===== src/rtl/i2c_slave_rx.sv =====
module i2c_slave_rx #(
  parameter int ADDR_W = 7
) (
  input  logic              clk,
  input  logic              rst_n,
  input  logic              en,
  input  logic [ADDR_W-1:0] own_addr,
  input  logic              ack_bit,
  input  logic              rd_en,
  input  logic              scl_i,
  input  logic              sda_i,
  output logic              scl_drive_low,
  output logic              sda_drive_low,
  output logic [ADDR_W:0]   rx_data,
  output logic              rx_full
);
  localparam int BW = ADDR_W + 1;

  typedef enum logic [1:0] {IDLE, ADDR, DATA, SKIP} st_t;

  logic scl_m, scl_s, scl_q, sda_m, sda_s, sda_q;
  st_t st;
  logic [3:0] cnt;
  logic [BW-1:0] shreg;
  logic acking, ack_q, hold;

  always_ff @(posedge clk or negedge rst_n)
    if (!rst_n) {scl_m, scl_s, scl_q, sda_m, sda_s, sda_q} <= '1;
    else begin
      {scl_q, scl_s, scl_m} <= {scl_s, scl_m, scl_i};
      {sda_q, sda_s, sda_m} <= {sda_s, sda_m, sda_i};
    end

  wire scl_rise = scl_s & ~scl_q;
  wire scl_fall = ~scl_s & scl_q;
  wire start_c  = scl_s & scl_q & sda_q & ~sda_s;
  wire stop_c   = scl_s & scl_q & ~sda_q & sda_s;
  wire addr_ok  = (shreg[BW-1:1] == own_addr) & ~shreg[0];

  always_ff @(posedge clk or negedge rst_n)
    if (!rst_n) begin
      st <= IDLE; cnt <= '0; shreg <= '0; acking <= 1'b0;
      ack_q <= 1'b0; hold <= 1'b0; rx_data <= '0; rx_full <= 1'b0;
    end else if (!en) begin
      st <= IDLE; cnt <= '0; acking <= 1'b0; hold <= 1'b0; rx_full <= 1'b0;
    end else begin
      if (rd_en) begin
        rx_full <= 1'b0;
        hold    <= 1'b0;
      end
      if (stop_c) begin
        st <= IDLE; cnt <= '0; acking <= 1'b0; hold <= 1'b0;
      end else if (start_c) begin
        st <= ADDR; cnt <= '0; acking <= 1'b0;
      end else if (st == ADDR || st == DATA) begin
        if (scl_rise) begin
          if (cnt < 4'(BW)) shreg <= {shreg[BW-2:0], sda_s};
          cnt <= cnt + 4'd1;
          if (cnt == 4'(BW) && acking) begin
            rx_data <= shreg;
            rx_full <= 1'b1;
            st      <= DATA;
          end
        end
        if (scl_fall) begin
          if (cnt == 4'(BW)) begin
            if (st == DATA || addr_ok) begin
              acking <= 1'b1;
              ack_q  <= ack_bit;
              hold   <= rx_full & ~rd_en;
            end else st <= SKIP;
          end
          if (cnt == 4'(BW + 1)) begin
            acking <= 1'b0;
            cnt    <= '0;
          end
        end
      end
    end

  assign scl_drive_low = en & hold;
  assign sda_drive_low = en & acking & ~ack_q;
endmodule


===== config.mk =====
export PLATFORM = sky130hd
export DESIGN_NAME = i2c_slave_rx
export DESIGN_NICKNAME = d
export VERILOG_FILES = /design/src/rtl/i2c_slave_rx.sv
export SDC_FILE = /design/constraint.sdc
export NUM_CORES = 1
export LEC_CHECK = 0
export ABC_CLOCK_PERIOD_IN_PS = 2300
export BUFFER_PORTS_ARGS = -buffer_cell sky130_fd_sc_hd__buf_2
export CAP_MARGIN = 20
export CORE_ASPECT_RATIO = 2
export CORE_MARGIN = 2
export CORE_UTILIZATION = 55
export CTS_CLUSTER_SIZE = 14
export DETAILED_ROUTE_END_ITERATION = 12
export PLACE_DENSITY = 0.86
export SETUP_SLACK_MARGIN = 0.02
export SKIP_LAST_GASP = 1
export SYNTH_ARGS = -nofsm -noshare
export SYNTH_HDL_FRONTEND = slang
export SYNTH_SLANG_ARGS = --single-unit

===== constraint.sdc =====
create_clock -name clk -period 2.3 [get_ports clk]
set_input_delay 0.46 -clock clk [delete_from_list [all_inputs] [get_ports clk]]
set_output_delay 0.46 -clock clk [all_outputs]
set_load 0.03 [all_outputs]

==> impl_metrics.sql <==
INSERT INTO impl_metrics (metric_group, metric, value, unit) VALUES
('outcome', 'outcome', 'complete, no violations', ''),
('global_routing', 'antenna_found_initial', '0', ''),
('timing', 'worst_pin_slew', '0.704', 'ns'),
('synthesis', 'number_of_flops_mapped_to_enable_cells_by_yosys', '0', ''),
('power_and_ir_drop', 'powerDensity', '655', 'mW/mm²'),
('timing', 'max_clock_skew', '0.00732', 'ns'),
('synthesis', 'most_area_hungry_cell_type_in_the_yosys_netlist', 'dfrtp_1', ''),
('synthesis', 'synth-seq-cells', '32', ''),
('worst_setup_path', 'critical_path.max_fanout', '8', ''),
('timing', 'setup_repair_after_global_routing_missed_its_margin', 'no', ''),
('worst_setup_path', 'critical-path-slowest-cell', 'ha_1', ''),
('route', 'drt_pass1_iterations', '4', ''),
('layout', 'fill_cells', '205', ''),
('worst_hold_path', 'hp-class', 'in2async', ''),
('power_and_ir_drop', 'int_pwr', '937', 'µW'),
('worst_setup_path', 'timing.critical_path.required', '2.47', 'ns'),
('die', 'die_w', '42.0', 'µm'),
('clock_tree', 'clock_latency', '0.29', 'ns'),
('placement', 'dp_hpwl', '2260', 'µm'),
('worst_setup_path', 'worst-r2r-cell-count', '5', ''),
('synthesis', 'synth.top_cell.area_share', '41.0', '%'),
('synthesis', 'post-synth-top-count-cell', 'dfrtp_1', ''),
('global_routing', 'pin_count_of_the_biggest_net_entering_global_routing', '33', ''),
('synthesis', 'syn-instance-count', '125', ''),
('global_routing', 'grt.overflow.total', '0', ''),
('die', 'floorplan.die_area', '0.00335', 'mm²'),
('layout', 'n_antenna_cell', '0', ''),
('global_routing', 'gr-usage-all-layers', '21.2', '%'),
('layout', 'layout-drive-gt1-share', '40.4', '%'),
('placement', 'postPlaceCellArea', '0.00174', 'mm²'),
('timing', 'number_of_max_slew_violations_in_the_final_report', '0', ''),
('global_routing', 'grt_pass1_wl', '5220', 'µm'),
('clock_tree', 'clock-root-buffer', 'clkbuf_8', ''),
('die', 'fp.coreArea', '0.00274', 'mm²'),
('synthesis', 'postSynthNetCount', '143', ''),
('synthesis', 'synth-warning-count', '0', ''),
('clock_tree', 'ctsHoldBuffers', '0', ''),
('clock_tree', 'clockBufferDepth', '2', ''),
('power_and_ir_drop', 'power.share.combinational', '7.0', '%'),
('placement', 'io_buffers', '24', ''),
('synthesis', 'ys_seq_area_share', '51.0', '%'),
('global_routing', 'vias_in_the_first_global_route', '1195', ''),
('worst_setup_path', 'critPathLaunchType', 'flop', ''),
('synthesis', 'area_of_the_mapped_netlist', '0.00159', 'mm²'),
('route', 'via_per_inst', '5.78', ''),
('timing', 'tns', '0', 'ns'),
('synthesis', 'synth_async_sr_flop_share', '100', '%'),
('worst_setup_path', 'sequence_of_cells_on_the_critical_path', 'ha_1 > nor2_1 > nand4_1 > nor3_2 > mux2_1', ''),
('die', 'num_rows', '27', ''),
('clock_tree', 'post_cts.resized_instances', '0', ''),
('timing', 'max_slew_margin', '53.1', '%'),
('worst_setup_path', 'timing.rr.start', 'st[1]', ''),
('clock_tree', 'cts_post_setup_buffers_inserted', '0', ''),
('clock_tree', 'tritoncts', 'yes', ''),
('power_and_ir_drop', 'leakage_power_summed_over_all_cells', '0.000950', 'µW'),
('power_and_ir_drop', 'pwr-share-clk', '43.4', '%'),
('layout', 'num-nets-final', '173', ''),
('timing', 'final-setup-viol-count', '0', ''),
('layout', 'syn2layout_area_growth', '16.3', '%'),
('route', 'wl', '3130', 'µm'),
('route', 'detailroute.via_count', '1069', ''),
('timing', 'fmaxAchievable', '531', 'MHz'),
('worst_setup_path', 'timing.setup.critical_path_class', 'reg2reg', ''),
('timing', 'hold_viol_final', '0', ''),
('worst_setup_path', 'rr_endpoint', 'ack_q', ''),
('job', 'max-cap-violations', '0', ''),
('power_and_ir_drop', 'netSwitchingPower', '271', 'µW'),
('worst_setup_path', 'reg2reg_setup_slack', '0.42', 'ns'),
('route', 'drtIter0Drc', '27', ''),
('route', 'detail-route-antenna-nets', '0', ''),
('die', 'die_h', '79.9', 'µm');
-- registers in the layout (all words and copies together) (netlist names) --
register,count
scl_m,1
st,2
ack_q,1
scl_s,1
sda_m,1
shreg,8
acking,1
cnt,4
sda_q,1
rx_data,8
hold,1
rx_full,1
scl_q,1
sda_s,1
-- worst max-delay path, delay by kind of cell (launching register included) --
| kind | cells | cell delay, ns |
|---|---|---|
| AND/OR/NAND/NOR | 3 | 0.62 |
| multiplexers | 1 | 0.34 |
| adder cells (fa/ha/maj) | 1 | 0.40 |
| flip-flops | 1 | 0.39 |
-- power groups by stage --
stage               Clock, µW  Combinational [µW]  Sequential, µW
floorplan                   0                52.5             602
global placement            0                81.3             608
detailed placement          0                84.3             608
CTS                       539                85.2             598
global route              561                94.1             600
finish                    524                84.8             599
-- placed cells by master, fill, tap and decap left out, types with 2 or more instances in the layout --
cell type,Yosys,layout
dfrtp_1,26,26
buf_2,1,24
mux2_4,8,8
nor2_1,7,7
nand2_1,6,6
mux2_2,6,6
dfstp_2,6,6
inv_1,5,5
xor2_1,5,5
clkbuf_8,0,5
a31oi_1,4,4
ha_1,4,4
xnor2_1,3,3
o21ai_1,3,3
nor3_1,3,3
mux2_1,3,3
and2_1,2,2
nand3_1,2,2
nand4_1,2,2
o21ai_0,2,2
nand2b_1,2,2
a211oi_1,2,2
and2b_2,2,2
nor2b_1,2,2
mux2i_1,2,2
a21oi_1,2,2
-- stage by stage --
step / hold WS, ns / cells / total power [µW] / worst slack (ns) / util (%)
CTS: 0.231 / 185 / 1220 / 0.438 / 67.4
global route: 0.259 / 185 / 1260 / 0.362 / 67.4
detailed placement: 0.347 / 177 / 692 / 0.394 / 63.5
finish: 0.215 / 185 / 1210 / 0.416 / 67.4
global placement: 0.347 / 177 / 689 / 0.438 / 63.5
floorplan: 0.164 / 125 / 655 / 0.601 / -
-- worst max path at each step --
stage / start / to / slack, ns / cells past startpoint
floorplan: own_addr[6] / ack_q / 0.60 / 5
CTS: st[0] / ack_q / 0.44 / 6
global placement: own_addr[6] / ack_q / 0.44 / 6
detailed placement: own_addr[6] / ack_q / 0.39 / 6
finish: st[1] / ack_q / 0.42 / 5
global route: st[0] / ack_q / 0.36 / 6
-- metal layers --
layer  up-vias  wire [µm]  global-route usage [%]
li1        507          -                       -
met1       517       1120                    19.8
met2        35       1740                    38.1
met3        10        150                    6.33
met4         0        119                    14.2
met5         -          0                       0
-- final cells by class --
class	count	area [µm²]	area share, %
clock buffer	6	72.6	3.93
clock inverter	2	35.0	1.90
inverter	5	18.8	1.02
multi-input combinational	87	753	40.8
sequential	32	808	43.8
tap	29	36.3	1.97
timing repair buffer	24	120	6.51
-- cells by family after synthesis --
group                      Yosys count  synth area share (%)
AOI/OAI and AO/OA                   19                  8.84
buffers and inverters                6                  1.50
and+or+nand+nor                     37                  15.9
DFF                                 32                  51.0
xor gates and xnor gates             8                  4.42
muxes                               19                  15.2
adders and majority gates            4                  3.16
Power figures use the tool's default switching activity.
